## src/rtl/mwb_arb_pkg.sv

```systemverilog
package mwb_arb_pkg;
  typedef enum logic [1:0] {
    SRC_NONE = 2'd0,
    SRC_MISS = 2'd1,
    SRC_WB   = 2'd2,
    SRC_PF   = 2'd3
  } src_e;

  typedef enum logic [1:0] {
    CMD_READ    = 2'd0,
    CMD_WRITE   = 2'd1,
    CMD_UPGRADE = 2'd2,
    CMD_INVAL   = 2'd3
  } cmd_e;
endpackage

```

## src/rtl/mwb_pick.sv

```systemverilog
module mwb_pick
  import mwb_arb_pkg::*;
#(
  parameter int ADDR_W  = 32,
  parameter int BLK_OFF = 6,
  parameter int AGE_W   = 8,
  parameter int TIME_W  = 16,
  parameter int CNT_W   = 3
) (
  input  logic [TIME_W-1:0] now,
  input  logic [CNT_W-1:0]  mq_pend_cnt,
  input  logic [ADDR_W-1:0] mq_addr,
  input  logic [AGE_W-1:0]  mq_age,
  input  logic [TIME_W-1:0] mq_time,
  input  logic              mq_full,
  input  logic [CNT_W-1:0]  wb_pend_cnt,
  input  logic [CNT_W-1:0]  wb_insvc_cnt,
  input  logic [ADDR_W-1:0] wb_addr,
  input  logic [AGE_W-1:0]  wb_age,
  input  logic              wb_full,
  input  logic              pf_vld,
  input  logic [ADDR_W-1:0] pf_addr,
  output src_e              pick,
  output logic [ADDR_W-1:0] pick_addr
);
  localparam int LINE_W = ADDR_W - BLK_OFF;

  logic              mq_has, wb_has;
  logic [TIME_W-1:0] t_delta;
  logic              mq_future, mq_ready;
  logic [AGE_W-1:0]  age_delta;
  logic              mq_older, same_line, wb_turn;
  logic [LINE_W-1:0] mq_line, wb_line;

  assign mq_has    = (mq_pend_cnt != '0);
  assign wb_has    = (wb_pend_cnt != '0);
  // Ready time compared modulo 2^TIME_W: a positive distance is the future.
  assign t_delta   = mq_time - now;
  assign mq_future = (t_delta != '0) && !t_delta[TIME_W-1];
  assign mq_ready  = mq_has && !mq_future;
  // Wrapping age stamps: negative difference means the miss is older.
  assign age_delta = mq_age - wb_age;
  assign mq_older  = age_delta[AGE_W-1];
  assign mq_line   = mq_addr[ADDR_W-1:BLK_OFF];
  assign wb_line   = wb_addr[ADDR_W-1:BLK_OFF];
  assign same_line = mq_has && wb_has && (mq_line == wb_line);
  assign wb_turn   = wb_has && ((wb_full && (wb_insvc_cnt == '0)) || !mq_has || mq_future);

  always_comb begin
    pick = SRC_NONE;
    if (wb_turn) begin
      if (same_line && mq_older) pick = mq_ready ? SRC_MISS : SRC_NONE;
      else                       pick = SRC_WB;
    end else if (mq_has) begin
      if (mq_ready) pick = same_line ? SRC_WB : SRC_MISS;
    end else if (pf_vld && !mq_full) begin
      pick = SRC_PF;
    end
  end

  always_comb begin
    unique case (pick)
      SRC_MISS: pick_addr = mq_addr;
      SRC_WB:   pick_addr = wb_addr;
      SRC_PF:   pick_addr = pf_addr;
      default:  pick_addr = '0;
    endcase
  end
endmodule

```

## src/rtl/mwb_attr.sv

```systemverilog
module mwb_attr
  import mwb_arb_pkg::*;
(
  input  src_e       src,
  input  logic [1:0] cmd,
  input  logic       uncached,
  input  logic       noalloc_in,
  output logic       fill,
  output logic       noalloc
);
  always_comb begin
    fill    = 1'b0;
    noalloc = 1'b0;
    unique case (src)
      SRC_MISS: begin
        if (cmd == CMD_UPGRADE || cmd == CMD_INVAL) begin
          noalloc = 1'b1;
        end else begin
          noalloc = noalloc_in;
          fill    = !uncached && !noalloc_in;
        end
      end
      SRC_PF:  fill = 1'b1;
      default: ;
    endcase
  end
endmodule

```

## src/rtl/mwb_qflags.sv

```systemverilog
module mwb_qflags #(
  parameter int CNT_W = 3
) (
  input  logic             clk,
  input  logic             rst,
  input  logic             alloc,
  input  logic             mark,
  input  logic [CNT_W-1:0] pend_cnt,
  input  logic             full,
  output logic             req,
  output logic             stall
);
  logic full_q;
  logic armed;

  always_ff @(posedge clk) begin
    if (rst) begin
      req    <= 1'b0;
      stall  <= 1'b0;
      full_q <= 1'b0;
      armed  <= 1'b0;
    end else begin
      full_q <= full;
      armed  <= mark && full;
      if (alloc)                                req <= 1'b1;
      else if (mark && pend_cnt <= CNT_W'(1))   req <= 1'b0;
      if (full && !full_q)                      stall <= 1'b1;
      else if (armed && !full)                  stall <= 1'b0;
    end
  end
endmodule

```

## src/rtl/mwb_issue_arb.sv

```systemverilog
module mwb_issue_arb
  import mwb_arb_pkg::*;
#(
  parameter int ADDR_W   = 32,
  parameter int BLK_OFF  = 6,
  parameter int AGE_W    = 8,
  parameter int TIME_W   = 16,
  parameter int MQ_DEPTH = 4,
  parameter int WB_DEPTH = 4,
  localparam int MAX_D   = (MQ_DEPTH > WB_DEPTH) ? MQ_DEPTH : WB_DEPTH,
  localparam int CNT_W   = $clog2(MAX_D + 1)
) (
  input  logic              clk,
  input  logic              rst,
  input  logic [TIME_W-1:0] now,
  input  logic [CNT_W-1:0]  mq_pend_cnt,
  input  logic [ADDR_W-1:0] mq_addr,
  input  logic [AGE_W-1:0]  mq_age,
  input  logic [TIME_W-1:0] mq_time,
  input  logic [1:0]        mq_cmd,
  input  logic              mq_uncached,
  input  logic              mq_noalloc,
  input  logic              mq_full,
  input  logic              mq_alloc,
  input  logic [CNT_W-1:0]  wb_pend_cnt,
  input  logic [CNT_W-1:0]  wb_insvc_cnt,
  input  logic [ADDR_W-1:0] wb_addr,
  input  logic [AGE_W-1:0]  wb_age,
  input  logic              wb_full,
  input  logic              wb_alloc,
  input  logic              pf_vld,
  input  logic [ADDR_W-1:0] pf_addr,
  input  logic              gnt_rdy,
  output logic              gnt_vld,
  output logic [1:0]        gnt_src,
  output logic [ADDR_W-1:0] gnt_addr,
  output logic              gnt_fill,
  output logic              gnt_noalloc,
  output logic              pf_take,
  output logic              mq_mark,
  output logic              wb_mark,
  output logic              mq_req,
  output logic              wb_req,
  output logic              mq_stall,
  output logic              wb_stall
);
  localparam int NQ = 2;  // queue 0: misses, queue 1: write buffer

  src_e              pick;
  logic [ADDR_W-1:0] pick_addr;
  logic              pick_fill, pick_noalloc;
  logic              load_en, accept;

  mwb_pick #(
    .ADDR_W(ADDR_W), .BLK_OFF(BLK_OFF), .AGE_W(AGE_W),
    .TIME_W(TIME_W), .CNT_W(CNT_W)
  ) u_pick (
    .now(now), .mq_pend_cnt(mq_pend_cnt), .mq_addr(mq_addr), .mq_age(mq_age),
    .mq_time(mq_time), .mq_full(mq_full), .wb_pend_cnt(wb_pend_cnt),
    .wb_insvc_cnt(wb_insvc_cnt), .wb_addr(wb_addr), .wb_age(wb_age),
    .wb_full(wb_full), .pf_vld(pf_vld), .pf_addr(pf_addr),
    .pick(pick), .pick_addr(pick_addr)
  );

  mwb_attr u_attr (
    .src(pick), .cmd(mq_cmd), .uncached(mq_uncached), .noalloc_in(mq_noalloc),
    .fill(pick_fill), .noalloc(pick_noalloc)
  );

  assign load_en = !gnt_vld && (pick != SRC_NONE);
  assign accept  = gnt_vld && gnt_rdy;
  assign pf_take = load_en && (pick == SRC_PF);
  assign mq_mark = accept && (gnt_src == SRC_MISS || gnt_src == SRC_PF);
  assign wb_mark = accept && (gnt_src == SRC_WB);

  always_ff @(posedge clk) begin
    if (rst) begin
      gnt_vld     <= 1'b0;
      gnt_src     <= SRC_NONE;
      gnt_addr    <= '0;
      gnt_fill    <= 1'b0;
      gnt_noalloc <= 1'b0;
    end else if (accept) begin
      gnt_vld <= 1'b0;
    end else if (load_en) begin
      gnt_vld     <= 1'b1;
      gnt_src     <= pick;
      gnt_addr    <= pick_addr;
      gnt_fill    <= pick_fill;
      gnt_noalloc <= pick_noalloc;
    end
  end

  logic [NQ-1:0]            q_alloc, q_mark, q_full, q_req, q_stall;
  logic [NQ-1:0][CNT_W-1:0] q_cnt;

  assign q_alloc = {wb_alloc, mq_alloc};
  assign q_mark  = {wb_mark, mq_mark};
  assign q_full  = {wb_full, mq_full};
  assign q_cnt   = {wb_pend_cnt, mq_pend_cnt};

  for (genvar q = 0; q < NQ; q++) begin : g_q
    mwb_qflags #(.CNT_W(CNT_W)) u_flags (
      .clk(clk), .rst(rst), .alloc(q_alloc[q]), .mark(q_mark[q]),
      .pend_cnt(q_cnt[q]), .full(q_full[q]), .req(q_req[q]), .stall(q_stall[q])
    );
  end

  assign mq_req   = q_req[0];
  assign wb_req   = q_req[1];
  assign mq_stall = q_stall[0];
  assign wb_stall = q_stall[1];
endmodule

```

## config.mk

```make
export PLATFORM = sky130hd
export DESIGN_NAME = mwb_issue_arb
export DESIGN_NICKNAME = d
export VERILOG_FILES = /design/src/rtl/mwb_arb_pkg.sv /design/src/rtl/mwb_pick.sv /design/src/rtl/mwb_attr.sv /design/src/rtl/mwb_qflags.sv /design/src/rtl/mwb_issue_arb.sv
export SDC_FILE = /design/constraint.sdc
export NUM_CORES = 1
export LEC_CHECK = 0
export CAP_MARGIN = 5
export CORE_MARGIN = 4
export CORE_UTILIZATION = 45
export DETAILED_ROUTE_END_ITERATION = 16
export GPL_TIMING_DRIVEN = 0
export PLACE_DENSITY = 0.84
export SLEW_MARGIN = 20
export SYNTH_ARGS = -nofsm -noshare
export SYNTH_HDL_FRONTEND = slang
export SYNTH_HIERARCHICAL = 1
export SYNTH_SLANG_ARGS = --single-unit
```

## constraint.sdc

```tcl
create_clock -name clk -period 8.7 [get_ports clk]
set_input_delay 0.87 -clock clk [delete_from_list [all_inputs] [get_ports clk]]
set_output_delay 0.87 -clock clk [all_outputs]
set_load 0.02 [all_outputs]
```

==> results.yml <==
run_status:
  status: "finished clean"
timing:
  worst_pin_slew_ns: 0.8525
  slew_headroom_pct: 42.36
  min_period_over_period_pct: 73.92
  slew_viol_final: 0
  finalSetupViolations: 0
  fin_skew_ns: 0.006387
  rsz0062_at_grt: "no"
  min_period_ns: 6.431
  finalSetupTns_ns: 0
  hold_viol: 0
  fmax_mhz: 155.5
synthesis:
  synth_adder_area_share_pct: 6.595
  synth_xor_area_share_pct: 6.945
  synth_compound_area_share_pct: 27.87
  ys_seq_area_share_pct: 21.01
  synthMuxAreaShare_pct: 0.4669
  synthCells: 547
  syn_area_mm2: 0.004288
  synth-simple-area-share_pct: 25.59
  synth_cell_type_count: 61
  synth_warnings: 6
  synthFlopType: "dfxtp_1"
  yosys_register_bits: 45
  syn_nets: 734
  syn_area_per_cell_um2: 7.839
  synth_top_family_by_area: "compound AO/OA/AOI/OAI gates"
  synth_edf_count: 0
  async_flop_share_pct: 0
drt:
  vias: 4764
  drc: 0
  routed_via_density: 5.347
  drt_iter0_markers: 189
  ant_nets: 0
  wl_per_cell_um: 17.64
  drt_wl_total_um: 15720
  drtPass1Iterations: 4
die:
  initial_core_util_pct: 46.40
  num_rows: 35
  chipHeight_um: 105.6
  die-area_mm2: 0.01115
  fp.dieW_um: 105.6
  core_area_mm2: 0.009240
  ios: 209
worst_setup_path:
  critPathBufInv: 6
  required_ns: 7.83
  slowest_stage: "clkdlybuf4s50_1"
  cp_top_family: "compound AO/OA/AOI/OAI gates"
  path_cells: "clkdlybuf4s50_1 > inv_1 > ha_1 > fa_1 > nand2b_1 > a21oi_1 > a211oi_2 > o41ai_1 > a311oi_1 > xor2_1 > a41oi_2 > o21bai_2 > and2_4 > buf_6 > buf_6 > inv_1 > nor3b_1 > clkdlybuf4s50_1"
  cp-end-kind: "primary output"
  cp_max_fo: 15
  critical_path_class: "in2out"
  cp.arrival_ns: 5.56
  startpoint_type: "primary input"
  cp_slowest_stage_delay_ns: 0.64
finish:
  layout.nets: 948
  finalInstanceArea_mm2: 0.006609
  synthToLayoutAreaGrowth_pct: 54.13
  antenna_cells: 0
  drive_gt1_share_pct: 15.49
clocking:
  cts_made_buffers: 5
  cts-root-buf: "clkbuf_8"
  cts_tree: "done"
  ctsResizeCount: 0
  clk_path_buf_depth: 2
  htreeDepth: 2
  hold_buffers: 0
  clkTransAtPathRegs_ns: 0.09
  cts_setup_buffers: 0
  clock_sinks: 45
  clk_latency_ns: 0.30
global_route:
  grt_overflow_total: 0
  grt_use_total_pct: 26.96
  grt_pass1_wl_um: 24070
  antenna_found_initial: 0
  grt_pass1_vias: 4817
  grt_max_degree: 17
pwr:
  power_per_cell_area_mw_per_mm2: 144.8
  vdd_drop_max_uv: 98.82
  power.leakage_nw: 2.613
place:
  io_buffer_count: 207
  dp_hpwl_um: 13180
  dpl_cell_area_mm2: 0.006521
  gp_congestion: 0.8860
worst_hold_path:
  hp-class: "reg2reg"
job:
  max_cap_viol_count: 0
-- stage by stage --
step,power [mW],util (%),hold WS [ns],cells,setup slack (ns)
2_1_floorplan,0.6012,-,0.4095,547,3.570
3_5_place_dp,0.8246,70.58,0.4310,883,2.295
6_report,0.9568,71.52,0.4393,891,2.269
5_1_grt,1.013,71.52,0.4465,891,1.950
4_1_cts,0.9591,71.52,0.4439,891,2.275
3_3_place_gp,0.8147,70.58,0.4126,883,2.376
-- state kept, by name, indices dropped and copies added, names as in the netlist --
name                flops
gnt_src                 2
gnt_noalloc             1
gnt_vld                 1
gnt_fill                1
g_q.u_flags/full_q      2
gnt_addr               32
g_q.u_flags/stall       2
g_q.u_flags/armed       2
g_q.u_flags/req         2
-- path summary, 6_finish.rpt --
kind	cells past startpoint	to	slack, ns	from
worst min register to register	1	g_q[1].u_flags/stall	0.44	g_q[1].u_flags/full_q
worst max-delay path	18	pf_take	2.27	mq_time[0]
worst max register to register	4	g_q[1].u_flags/req	7.39	gnt_vld
worst min-delay path	1	g_q[1].u_flags/stall	0.44	g_q[1].u_flags/full_q
-- power breakdown --
part,total (mW),internal [mW],switching [mW],leakage (nW)
combinational,0.569,0.267,0.302,2.21
sequential,0.254,0.236,0.0179,0.369
clock,0.134,0.0568,0.0772,0.0374
-- cell families (layout without fill, tap and decap cells) --
family / after synthesis / in the layout
adder cells (fa/ha/maj): 22 / 22
multiplexers: 2 / 2
XOR/XNOR: 34 / 34
AND/OR/NAND/NOR: 219 / 219
buffers and inverters: 101 / 316
AO/OA/AOI/OAI: 124 / 124
flip-flops: 45 / 45
-- layout by cell type (no fill, tap or decap), types with 5 or more instances in the layout --
master             n
clkdlybuf4s50_1  207
nand2_1          103
inv_1             65
dfxtp_1           45
nand4_1           36
a21oi_2           31
o221ai_2          29
xor2_1            28
ha_1              21
a21oi_1           14
nor2_1            14
buf_2             13
nor3_1            12
nand2_2           10
o21ai_0           10
clkbuf_1          10
buf_6              9
nand2b_1           6
nor4_1             6
xnor2_1            6
a21o_1             6
clkbuf_8           5
nand3_1            5
nor2b_1            5
-- per-layer routing --
metal / track usage [%] / wire (µm) / share of wire, %
met2: 49.00 / 8018 / 51
met5: 0 / 0 / 0
met4: 7.863 / 476 / 3.0
met3: 6.124 / 1158 / 7.4
met1: 31.44 / 6064 / 39
-- synth_stat cells, drive strengths merged (3+ instances only) --
cell,instances,area share [%]
nand2,113,10
nor4,6,0.88
xnor2,6,1.2
a211oi,4,0.82
nand2b,6,0.88
a21oi,45,8.0
and2b,3,0.53
dfxtp,45,21
nand4,36,5.3
inv,65,5.7
nor2b,7,1.1
nor4b,4,0.96
buf,27,5.0
o221ai,32,11
nor2,14,1.2
ha,21,6.1
and2,3,0.50
clkbuf,9,0.79
o21ai,10,1.2
xor2,28,5.7
nand3,5,0.58
a21o,6,1.1
o31ai,4,0.70
o21a,3,0.53
nor3,12,1.4
-- cell type report --
cell class / count / area, µm²
Timing Repair Buffer: 207 / 2072
Clock buffer: 6 / 72.57
Sequential cell: 45 / 900.9
Buffer: 36 / 250.2
Clock inverter: 2 / 15.01
Multi-Input combinational cell: 401 / 2893
Inverter: 65 / 244.0
Tap cell: 129 / 161.4
Fill cell: 772 / 2631
Note: power is estimated with default switching activity, not from simulation.
